### src/rtl/fpwm_pkg.sv
package fpwm_pkg;

   typedef enum logic [2:0] {
      TS_IDLE,
      TS_FIX8,
      TS_FIX9,
      TS_FIX10,
      TS_PERIOD,
      TS_DUTYA
   } fpwm_topsrc_e;

   localparam logic [1:0] OM_OFF    = 2'b00;
   localparam logic [1:0] OM_RSVD   = 2'b01;
   localparam logic [1:0] OM_NONINV = 2'b10;
   localparam logic [1:0] OM_INV    = 2'b11;

   localparam logic [1:0] ADDR_PERIOD = 2'd2;

   function automatic fpwm_topsrc_e fpwm_decode(input logic [3:0] m);
      case (m)
         4'd5:    return TS_FIX8;
         4'd6:    return TS_FIX9;
         4'd7:    return TS_FIX10;
         4'd14:   return TS_PERIOD;
         4'd15:   return TS_DUTYA;
         default: return TS_IDLE;
      endcase
   endfunction

endpackage

### src/rtl/fpwm_topsel.sv
module fpwm_topsel
   import fpwm_pkg::*;
#(
   parameter int CNT_W = 16
) (
   input  logic [3:0]       mode,
   input  logic [CNT_W-1:0] period,
   input  logic [CNT_W-1:0] duty_a,
   output logic [CNT_W-1:0] top,
   output logic             run
);

   localparam logic [CNT_W-1:0] TOP8  = CNT_W'(255);
   localparam logic [CNT_W-1:0] TOP9  = CNT_W'(511);
   localparam logic [CNT_W-1:0] TOP10 = CNT_W'(1023);

   if (CNT_W < 10) begin : g_bad_width
      $error("fpwm_topsel: CNT_W must hold the 10-bit fixed ceiling");
   end

   fpwm_topsrc_e src;

   always_comb begin
      src = fpwm_decode(mode);
      run = (src != TS_IDLE);
      case (src)
         TS_FIX8:   top = TOP8;
         TS_FIX9:   top = TOP9;
         TS_FIX10:  top = TOP10;
         TS_PERIOD: top = period;
         TS_DUTYA:  top = duty_a;
         default:   top = '0;
      endcase
   end

endmodule

### src/rtl/fpwm_counter.sv
module fpwm_counter #(
   parameter int CNT_W = 16
) (
   input  logic             clk,
   input  logic             rst_n,
   input  logic             tick,
   input  logic             run,
   input  logic [CNT_W-1:0] top,
   output logic [CNT_W-1:0] count,
   output logic             wrap,
   output logic             ovf
);

   logic [CNT_W-1:0] count_q;
   logic             ovf_q;

   assign wrap  = run && tick && (count_q >= top);
   assign count = count_q;
   assign ovf   = ovf_q;

   always_ff @(posedge clk) begin
      if (!rst_n) begin
         count_q <= '0;
         ovf_q   <= 1'b0;
      end else begin
         ovf_q <= wrap;
         if (!run)
            count_q <= '0;
         else if (wrap)
            count_q <= '0;
         else if (tick)
            count_q <= count_q + CNT_W'(1);
      end
   end

   // a tick at or past the ceiling returns the count to zero
   p_wrap_zero_r1: assert property (@(posedge clk) disable iff (!rst_n)
      (run && tick && count_q >= top) |=> (count_q == '0));

   // an overflow pulse always coincides with a fresh period
   p_ovf_at_zero_r8: assert property (@(posedge clk) disable iff (!rst_n)
      ovf_q |-> (count_q == '0));

   // no tick, no movement
   p_hold_r9: assert property (@(posedge clk) disable iff (!rst_n)
      (run && !tick) |=> $stable(count_q));

   // outside the PWM modes the counter sits at zero with no pulses
   p_idle_r11: assert property (@(posedge clk) disable iff (!rst_n)
      !run |=> (count_q == '0 && !ovf_q));

endmodule

### src/rtl/fpwm_channel.sv
module fpwm_channel
   import fpwm_pkg::*;
#(
   parameter int CNT_W = 16
) (
   input  logic             clk,
   input  logic             rst_n,
   input  logic             run,
   input  logic             tick,
   input  logic             wrap,
   input  logic [CNT_W-1:0] count,
   input  logic             wr_stb,
   input  logic [CNT_W-1:0] wr_data,
   input  logic [1:0]       out_mode,
   output logic [CNT_W-1:0] duty_act,
   output logic             pwm,
   output logic             match
);

   logic [CNT_W-1:0] shadow_q;
   logic [CNT_W-1:0] act_q;
   logic             level_q;
   logic             match_q;
   logic             hit;
   logic             inv;

   assign inv      = (out_mode == OM_INV);
   assign hit      = run && tick && (count == act_q);
   assign duty_act = act_q;
   assign match    = match_q;
   assign pwm      = out_mode[1] && level_q;

   always_ff @(posedge clk) begin
      if (!rst_n) begin
         shadow_q <= '0;
         act_q    <= '0;
         level_q  <= 1'b0;
         match_q  <= 1'b0;
      end else begin
         if (wr_stb)
            shadow_q <= wr_data;
         if (!run || wrap)
            act_q <= shadow_q;
         match_q <= hit;
         if (!run)
            level_q <= 1'b0;
         else if (wrap)
            level_q <= inv;
         else if (hit)
            level_q <= !inv;
      end
   end

   // the working duty value picks up the shadow on a wrap
   p_load_r7: assert property (@(posedge clk) disable iff (!rst_n)
      wrap |=> (act_q == $past(shadow_q)));

   // between wraps the working duty value does not move
   p_act_stable_r7: assert property (@(posedge clk) disable iff (!rst_n)
      (run && !wrap) |=> $stable(act_q));

   // ceiling action beats a coincident match for a non-inverting channel
   p_top_wins_r6: assert property (@(posedge clk) disable iff (!rst_n)
      (wrap && out_mode == OM_NONINV) |=> !level_q);

   // disabled output modes never drive high
   p_off_low_r12: assert property (@(posedge clk) disable iff (!rst_n)
      !out_mode[1] |-> !pwm);

endmodule

### src/rtl/fpwm_gen.sv
module fpwm_gen
   import fpwm_pkg::*;
#(
   parameter int CNT_W = 16
) (
   input  logic             clk,
   input  logic             rst_n,
   input  logic             tick,
   input  logic             wr_en,
   input  logic [1:0]       wr_addr,
   input  logic [CNT_W-1:0] wr_data,
   input  logic [3:0]       mode,
   input  logic [1:0]       out_mode_a,
   input  logic [1:0]       out_mode_b,
   output logic             pwm_a,
   output logic             pwm_b,
   output logic             ovf_flag,
   output logic             cmpa_flag,
   output logic             cmpb_flag
);

   localparam int N_CH = 2;

   logic [CNT_W-1:0] period_q;
   logic [CNT_W-1:0] top;
   logic [CNT_W-1:0] count;
   logic             run;
   logic             wrap;
   logic             ovf;

   logic [1:0]       om   [N_CH];
   logic [CNT_W-1:0] duty [N_CH];
   logic             pwm  [N_CH];
   logic             hitq [N_CH];

   assign om[0] = out_mode_a;
   assign om[1] = out_mode_b;

   always_ff @(posedge clk) begin
      if (!rst_n)
         period_q <= '0;
      else if (wr_en && wr_addr == ADDR_PERIOD)
         period_q <= wr_data;
   end

   fpwm_topsel #(.CNT_W(CNT_W)) u_topsel (
      .mode   (mode),
      .period (period_q),
      .duty_a (duty[0]),
      .top    (top),
      .run    (run)
   );

   fpwm_counter #(.CNT_W(CNT_W)) u_counter (
      .clk   (clk),
      .rst_n (rst_n),
      .tick  (tick),
      .run   (run),
      .top   (top),
      .count (count),
      .wrap  (wrap),
      .ovf   (ovf)
   );

   for (genvar i = 0; i < N_CH; i++) begin : g_ch
      fpwm_channel #(.CNT_W(CNT_W)) u_ch (
         .clk      (clk),
         .rst_n    (rst_n),
         .run      (run),
         .tick     (tick),
         .wrap     (wrap),
         .count    (count),
         .wr_stb   (wr_en && wr_addr == 2'(i)),
         .wr_data  (wr_data),
         .out_mode (om[i]),
         .duty_act (duty[i]),
         .pwm      (pwm[i]),
         .match    (hitq[i])
      );
   end

   assign pwm_a     = pwm[0];
   assign pwm_b     = pwm[1];
   assign cmpa_flag = hitq[0];
   assign cmpb_flag = hitq[1];
   assign ovf_flag  = ovf;

   // idle modes keep both outputs low
   p_idle_low_r11: assert property (@(posedge clk) disable iff (!rst_n)
      !run |=> (!pwm_a && !pwm_b));

endmodule

### config.mk
export PLATFORM = sky130hd
export DESIGN_NAME = fpwm_gen
export DESIGN_NICKNAME = d
export VERILOG_FILES = /design/src/rtl/fpwm_pkg.sv /design/src/rtl/fpwm_topsel.sv /design/src/rtl/fpwm_counter.sv /design/src/rtl/fpwm_channel.sv /design/src/rtl/fpwm_gen.sv
export SDC_FILE = /design/constraint.sdc
export NUM_CORES = 1
export LEC_CHECK = 0
export BUFFER_PORTS_ARGS = -buffer_cell sky130_fd_sc_hd__buf_2
export CAP_MARGIN = 30
export CORE_MARGIN = 4
export CORE_UTILIZATION = 55
export CTS_CLUSTER_DIAMETER = 200
export DETAILED_ROUTE_END_ITERATION = 8
export GPL_ROUTABILITY_DRIVEN = 0
export GPL_TIMING_DRIVEN = 0
export PLACE_DENSITY = 0.81
export SLEW_MARGIN = 20
export SYNTH_ARGS = -nofsm -noshare
export SYNTH_HDL_FRONTEND = slang
export SYNTH_SLANG_ARGS = --single-unit
export TNS_END_PERCENT = 50
### constraint.sdc
create_clock -name clk -period 3.31 [get_ports clk]
set_input_delay 0 -clock clk [delete_from_list [all_inputs] [get_ports clk]]
set_output_delay 0 -clock clk [all_outputs]
set_load 0.05 [all_outputs]
# ---- Word level (Yosys, flattened, before mapping)
# Index checks and enable logic that the tools add are counted.
dict set report op_classes {
  add_sub_neg 1
  magnitude_cmp 1
  eq_ne 16
  mux 6
  n_bitwise 2
  n_reduce_logical 19
}
# operator count
set ops {}
lappend ops {{16-bit one-hot mux with 5 select lines} 1}
lappend ops {{16-bit == test} 2}
lappend ops {{16-bit by 1-bit adder with 16-bit output (second input constant)} 1}
lappend ops {{16-bit >= comparator} 1}
lappend ops {{3-bit one-hot mux with 5 select lines} 1}
lappend ops {{4-bit by 3-bit == test with 1-bit output (second input constant)} 3}
lappend ops {{1-bit logical AND} 9}
lappend ops {{4-bit == test (second input constant)} 2}
lappend ops {{2-bit == test (second input constant)} 3}
lappend ops {{3-bit by 2-bit == test with 1-bit output (second input constant)} 2}
lappend ops {{3-bit == test (second input constant)} 2}
lappend ops {{1-bit 2-to-1 mux} 4}
lappend ops {{2-bit nonzero test} 2}
lappend ops {{3-bit by 1-bit == test with 1-bit output (second input constant)} 1}
lappend ops {{1-bit zero test} 3}
lappend ops {{3-bit nonzero test} 1}
lappend ops {{3-bit OR reduction} 1}
lappend ops {{2-bit by 1-bit == test with 1-bit output (second input constant)} 1}
lappend ops {{2-bit zero test} 1}
lappend ops {{1-bit inverter} 2}
lappend ops {{2-bit AND reduction} 1}
lappend ops {{1-bit logical OR} 1}
dict set report totals {
  ff_bits 101
  in_bits 30
  output_inout_bits 5
  word_cells 56
}

# ---- Depth between registers and ports, before layout
dict set report depth {
  ltp_word 7
  ltp_mapped 15
  mapped_depth_nobuf 11
}

# ---- Modules after synthesis
# Synthesis repeated with hierarchy kept, for this count alone.
dict set report unflattened {
  cells_unflattened 586
  area_unflattened_um2 5159.9
}
# mod instances cells_each area_each_um2 seq_area_each_um2
set modules_own_cells {}
lappend modules_own_cells {fpwm_channel 2 161 1418.9 680.7}
lappend modules_own_cells {fpwm_counter 1 140 1266.2 340.3}
lappend modules_own_cells {fpwm_gen 1 72 669.4 320.3}
lappend modules_own_cells {fpwm_topsel 1 52 386.6 0.0}

# ---- Worst setup path after synthesis
# OpenSTA, ideal clock, no wires.
dict set report synth_path {
  kind {input to register}
  from {input mode[1]}
  to {register g_ch[0].u_ch.act_q[12]}
  setup_time_ns 0.072
  arrival_time_ns 2.735
  t_required_ns 3.238
  setup_slack_ns 0.503
  cell_stages 13
  n_path_buf 4
  path_cell_list {clkbuf_1 > clkbuf_1 > a22oi_1 > nor2b_1 > ha_1 > nand2b_4 > a2111oi_4 > a2111oi_1 > or4_1 > a21boi_2 > buf_4 > buf_8 > mux2i_1}
}
dict set report synth_between {
  elab_chain_len 7
  elab_cells_between_ends 18
  classes_between {order compare: 1; eq/ne: 10; mux: 2; reduce/logical: 5}
}
# element line
set synth_lines {}
lappend synth_lines {{start, declared} fpwm_gen.sv:12} ;# input logic [3:0] mode,
lappend synth_lines {{4-bit == test / 4-bit by 3-bit == test with 1-bit output (equally long branches)} fpwm_pkg.sv:20} ;# case (m)
lappend synth_lines {{3-bit one-hot mux with 5 select lines (*)} fpwm_pkg.sv:20}
lappend synth_lines {{3-bit == test (tied with other cells)} fpwm_topsel.sv:26} ;# case (src)
lappend synth_lines {{16-bit one-hot mux with 5 select lines} fpwm_topsel.sv:26}
lappend synth_lines {{16-bit >= comparator} fpwm_counter.sv:17} ;# assign wrap = run && tick && (count_q >= top);
lappend synth_lines {{1-bit logical AND} fpwm_counter.sv:17}
lappend synth_lines {{1-bit logical OR (*)} fpwm_channel.sv:42} ;# if (!run || wrap)
lappend synth_lines {{end signal, assigned} fpwm_channel.sv:43} ;# act_q <= shadow_q;
lappend synth_lines {{end, declared} fpwm_channel.sv:21} ;# logic [CNT_W-1:0] act_q;
# Every way passes the cells marked *; elsewhere a longest branch is shown, timed or not.
# A chain may end at the register's enable or synchronous reset.

# ---- Worst setup path after layout
dict set report layout_path {
  from {register period_q[0]}
  to {register g_ch[1].u_ch.act_q[7]}
}
dict set report layout_between {
  elab_chain_len 4
}
# element line
set layout_lines {}
lappend layout_lines {{start, declared} fpwm_gen.sv:24} ;# logic [CNT_W-1:0] period_q;
lappend layout_lines {{start signal, assigned} fpwm_gen.sv:43} ;# period_q <= wr_data;
lappend layout_lines {{16-bit one-hot mux with 5 select lines} fpwm_topsel.sv:26}
lappend layout_lines {{16-bit >= comparator} fpwm_counter.sv:17}
lappend layout_lines {{1-bit logical AND} fpwm_counter.sv:17}
lappend layout_lines {{1-bit logical OR} fpwm_channel.sv:42}
lappend layout_lines {{end signal, assigned} fpwm_channel.sv:43}
lappend layout_lines {{end, declared} fpwm_channel.sv:21}
# Every way passes these cells.

==> flow_summary.ini <==
[job]
max_cap_violations = 0

[drt]
postRouteAntennaNets = 0
routed_wl_um = 12800
post_drt_wl_per_cell_um = 16.0
drt_iter0_markers = 277
viasPerCell = 5.58
drc = 0
num_vias = 4451
drt-pass1-iter-count = 5

[layout]
area_growth_pct = 13.9
fillers = 745
antennaDiodeCount = 0
layoutNonFillerInstCount = 798
fin_util_pct = 64.9
layout-drive-gt1-share_pct = 9.71
final_nets = 732

[critical_path]
critPathArrivalTime_ns = 3.45
required_ns = 3.63
path_max_fanout = 10
cp-end-kind = flop
criticalPathCategory = reg2reg
start_kind = flop

[clock_network]
cts_setup_buffers = 0
numCtsBuffers = 9
cts_root_buf = clkbuf_8
path_clk_slew_ns = 0.11
htree_levels = 3
clk_latency_ns = 0.39
clock_path_buffers = 2
clkSinkCount = 101
cts_tree = done

[grt]
grtUsageTotal_pct = 25.0
antenna_found_initial = 0
gr-total-overflow = 0
grt_max_degree = 22
grt_first_pass_wirelength_um = 20300
first_global_vias = 4123

[synthesis]
synth_top_family_by_area = simple AND/OR/NAND/NOR gates
synth.distinct_cells = 41
synth_simple_gate_area_share_pct = 24.4
synthFlopType = dfxtp_1
synth_edf_count = 0
synth_compound_area_share_pct = 9.81
syn_nets = 669
ys_seq_area_share_pct = 40.3
synthAdderAreaFrac_pct = 4.24
syn_area_per_cell_um2 = 8.06
yosysWarnings = 0
syn_area_mm2 = 0.00501
synth-seq-cells = 101
synthMuxAreaShare_pct = 8.16
synth-xor-area-share_pct = 8.21
async_reset_ff_share_pct = 0
synth_cells = 622

[sta]
finalClockSkew_ns = 0.0134
slew-limit-headroom_pct = 43.9
setup_viol = 0
hold_viol = 0
fmax_mhz = 319
min_period_over_period_pct = 94.6
finalMaxSlewViolations = 0
period_minus_slack_ns = 3.13
worstMarginPinSlew_ns = 0.839

[die]
core_mm2 = 0.00881
die_h_um = 103
fp-row-count = 34
die-area_mm2 = 0.0107
die_x_um = 103
ioPinCount = 35
initial_core_util_pct = 56.9

[worst_hold_path]
hold_path_class = in2reg

[placement]
dp_cells = 761
io_buffers = 31
dp_hpwl_um = 9640

[power_and_ir_drop]
ir_worst_vdd_v = 0.000296
power.density_mw_per_mm2 = 410
power_leakage_nw = 2.47

[run_status]
status = completed
critical path, stage by stage (launching register included):
cell and delay [ns]:
dfxtp_1 0.34, inv_1 0.04, o21ai_0 0.17, a22oi_1 0.12, nor2b_1 0.15, ha_1 0.23
nand2b_4 0.15, a2111oi_4 0.34, a2111oi_1 0.13, or4_1 0.56, a21boi_2 0.28, buf_6 0.19
buf_8 0.16, mux2i_1 0.20
registers in the layout, indices dropped and copies added (netlist names):
register / cells
period_q: 16
g_ch.u_ch.duty_act: 32
g_ch.u_ch.level_q: 2
u_counter.ovf: 1
u_counter.count: 16
g_ch.u_ch.shadow_q: 32
g_ch.u_ch.match: 2
cell type report:
class | instances | area, um2 | share of cell area [%]
multi-input combinational | 464 | 2750 | 48.1
sequential | 101 | 2020 | 35.4
timing repair buffer | 52 | 360 | 6.31
buffer | 45 | 204 | 3.57
tap | 108 | 135 | 2.36
clock buffer | 9 | 124 | 2.17
clock inverter | 7 | 76.3 | 1.34
inverter | 12 | 45.0 | 0.788
per-layer routing:
| layer | global-route usage [%] | wire [um] | vias to the layer above |
|---|---|---|---|
| li1 | - | - | 2195 |
| met1 | 31.9 | 5600 | 2050 |
| met2 | 39.5 | 5840 | 163 |
| met3 | 3.69 | 691 | 43 |
| met4 | 15.8 | 660 | 0 |
| met5 | 0 | 0 | - |
per-stage QoR:
step	hold slack (ns)	TNS (ns)	setup slack [ns]	power [mW]	cell area (um2)
finish	0.0462	0	0.180	2.34	5710
global route	0.0787	-0.0214	-0.00918	2.42	5710
CTS	0.0280	0	0.193	2.34	5710
detailed placement	0.277	-0.849	-0.0651	1.53	5310
global placement	0.270	0	0.0912	1.53	5310
floorplan	0.136	0	0.503	1.46	5010
placed cells by master (no fill, tap or decap), drive strengths merged:
cell type / n
dfxtp: 101
nand4: 5
o21a: 1
nand3b: 4
and3b: 2
buf: 38
dlygate4sd3: 20
a21oi: 54
o41ai: 1
a22o: 7
nor3: 2
o21ai: 12
xor2: 37
a22oi: 1
nor4: 10
or4: 1
mux2: 7
xnor2: 10
inv: 18
nand3: 12
or2: 3
clkbuf: 48
or3b: 1
nor3b: 1
nor2b: 2
nor2: 3
a21o: 2
a21boi: 1
ha: 17
mux2i: 33
clkinv: 1
a31oi: 2
nand2b: 1
a2111oi: 2
and4: 2
and3: 20
and2: 3
nand2: 205
path summary, 6_finish.rpt:
path	from	slack [ns]	cells after the start	end
max	period_q[0]$_SDFFE_PN0P_	0.18	13	g_ch[1].u_ch.duty_act[7]$_SDFFE_PN0P_
min	wr_addr[0]	0.05	4	g_ch[0].u_ch.shadow_q[2]$_SDFFE_PN0P_
min reg2reg	period_q[0]$_SDFFE_PN0P_	0.46	2	period_q[0]$_SDFFE_PN0P_
max reg2reg	period_q[0]$_SDFFE_PN0P_	0.18	13	g_ch[1].u_ch.duty_act[7]$_SDFFE_PN0P_
synth_stat cells, types with 10 or more instances:
library cell | instances | area [um2]
and3_1 | 20 | 125
clkbuf_1 | 38 | 143
xnor2_1 | 10 | 87.6
nand3_1 | 12 | 60.1
nand2_1 | 205 | 769
xor2_1 | 37 | 324
mux2i_1 | 33 | 330
nor4_1 | 10 | 62.6
o21ai_0 | 12 | 60.1
inv_1 | 11 | 41.3
a21oi_1 | 54 | 270
ha_1 | 17 | 213
dfxtp_1 | 101 | 2020
where the power goes:
group	internal, mW	total (mW)	switching [mW]
Clock	0.308	0.810	0.502
Combinational	0.110	0.266	0.156
Sequential	1.24	1.27	0.0215
Total	1.66	2.34	0.679
kinds of logic after synthesis:
family          count (synthesis)
flops                         101
compound gates                 83
buf+inv                        57
mux                            40
xor+xnor                       47
fa+ha+maj                      17
simple gates                  277
what timing repair did:
action	4_1_cts	5_1_grt
gates resized for setup	0	1
endpoints found under the setup margin	0	15
endpoints found under the hold margin	50	0
hold buffers	20	0
(Power assumes the default switching activity.)
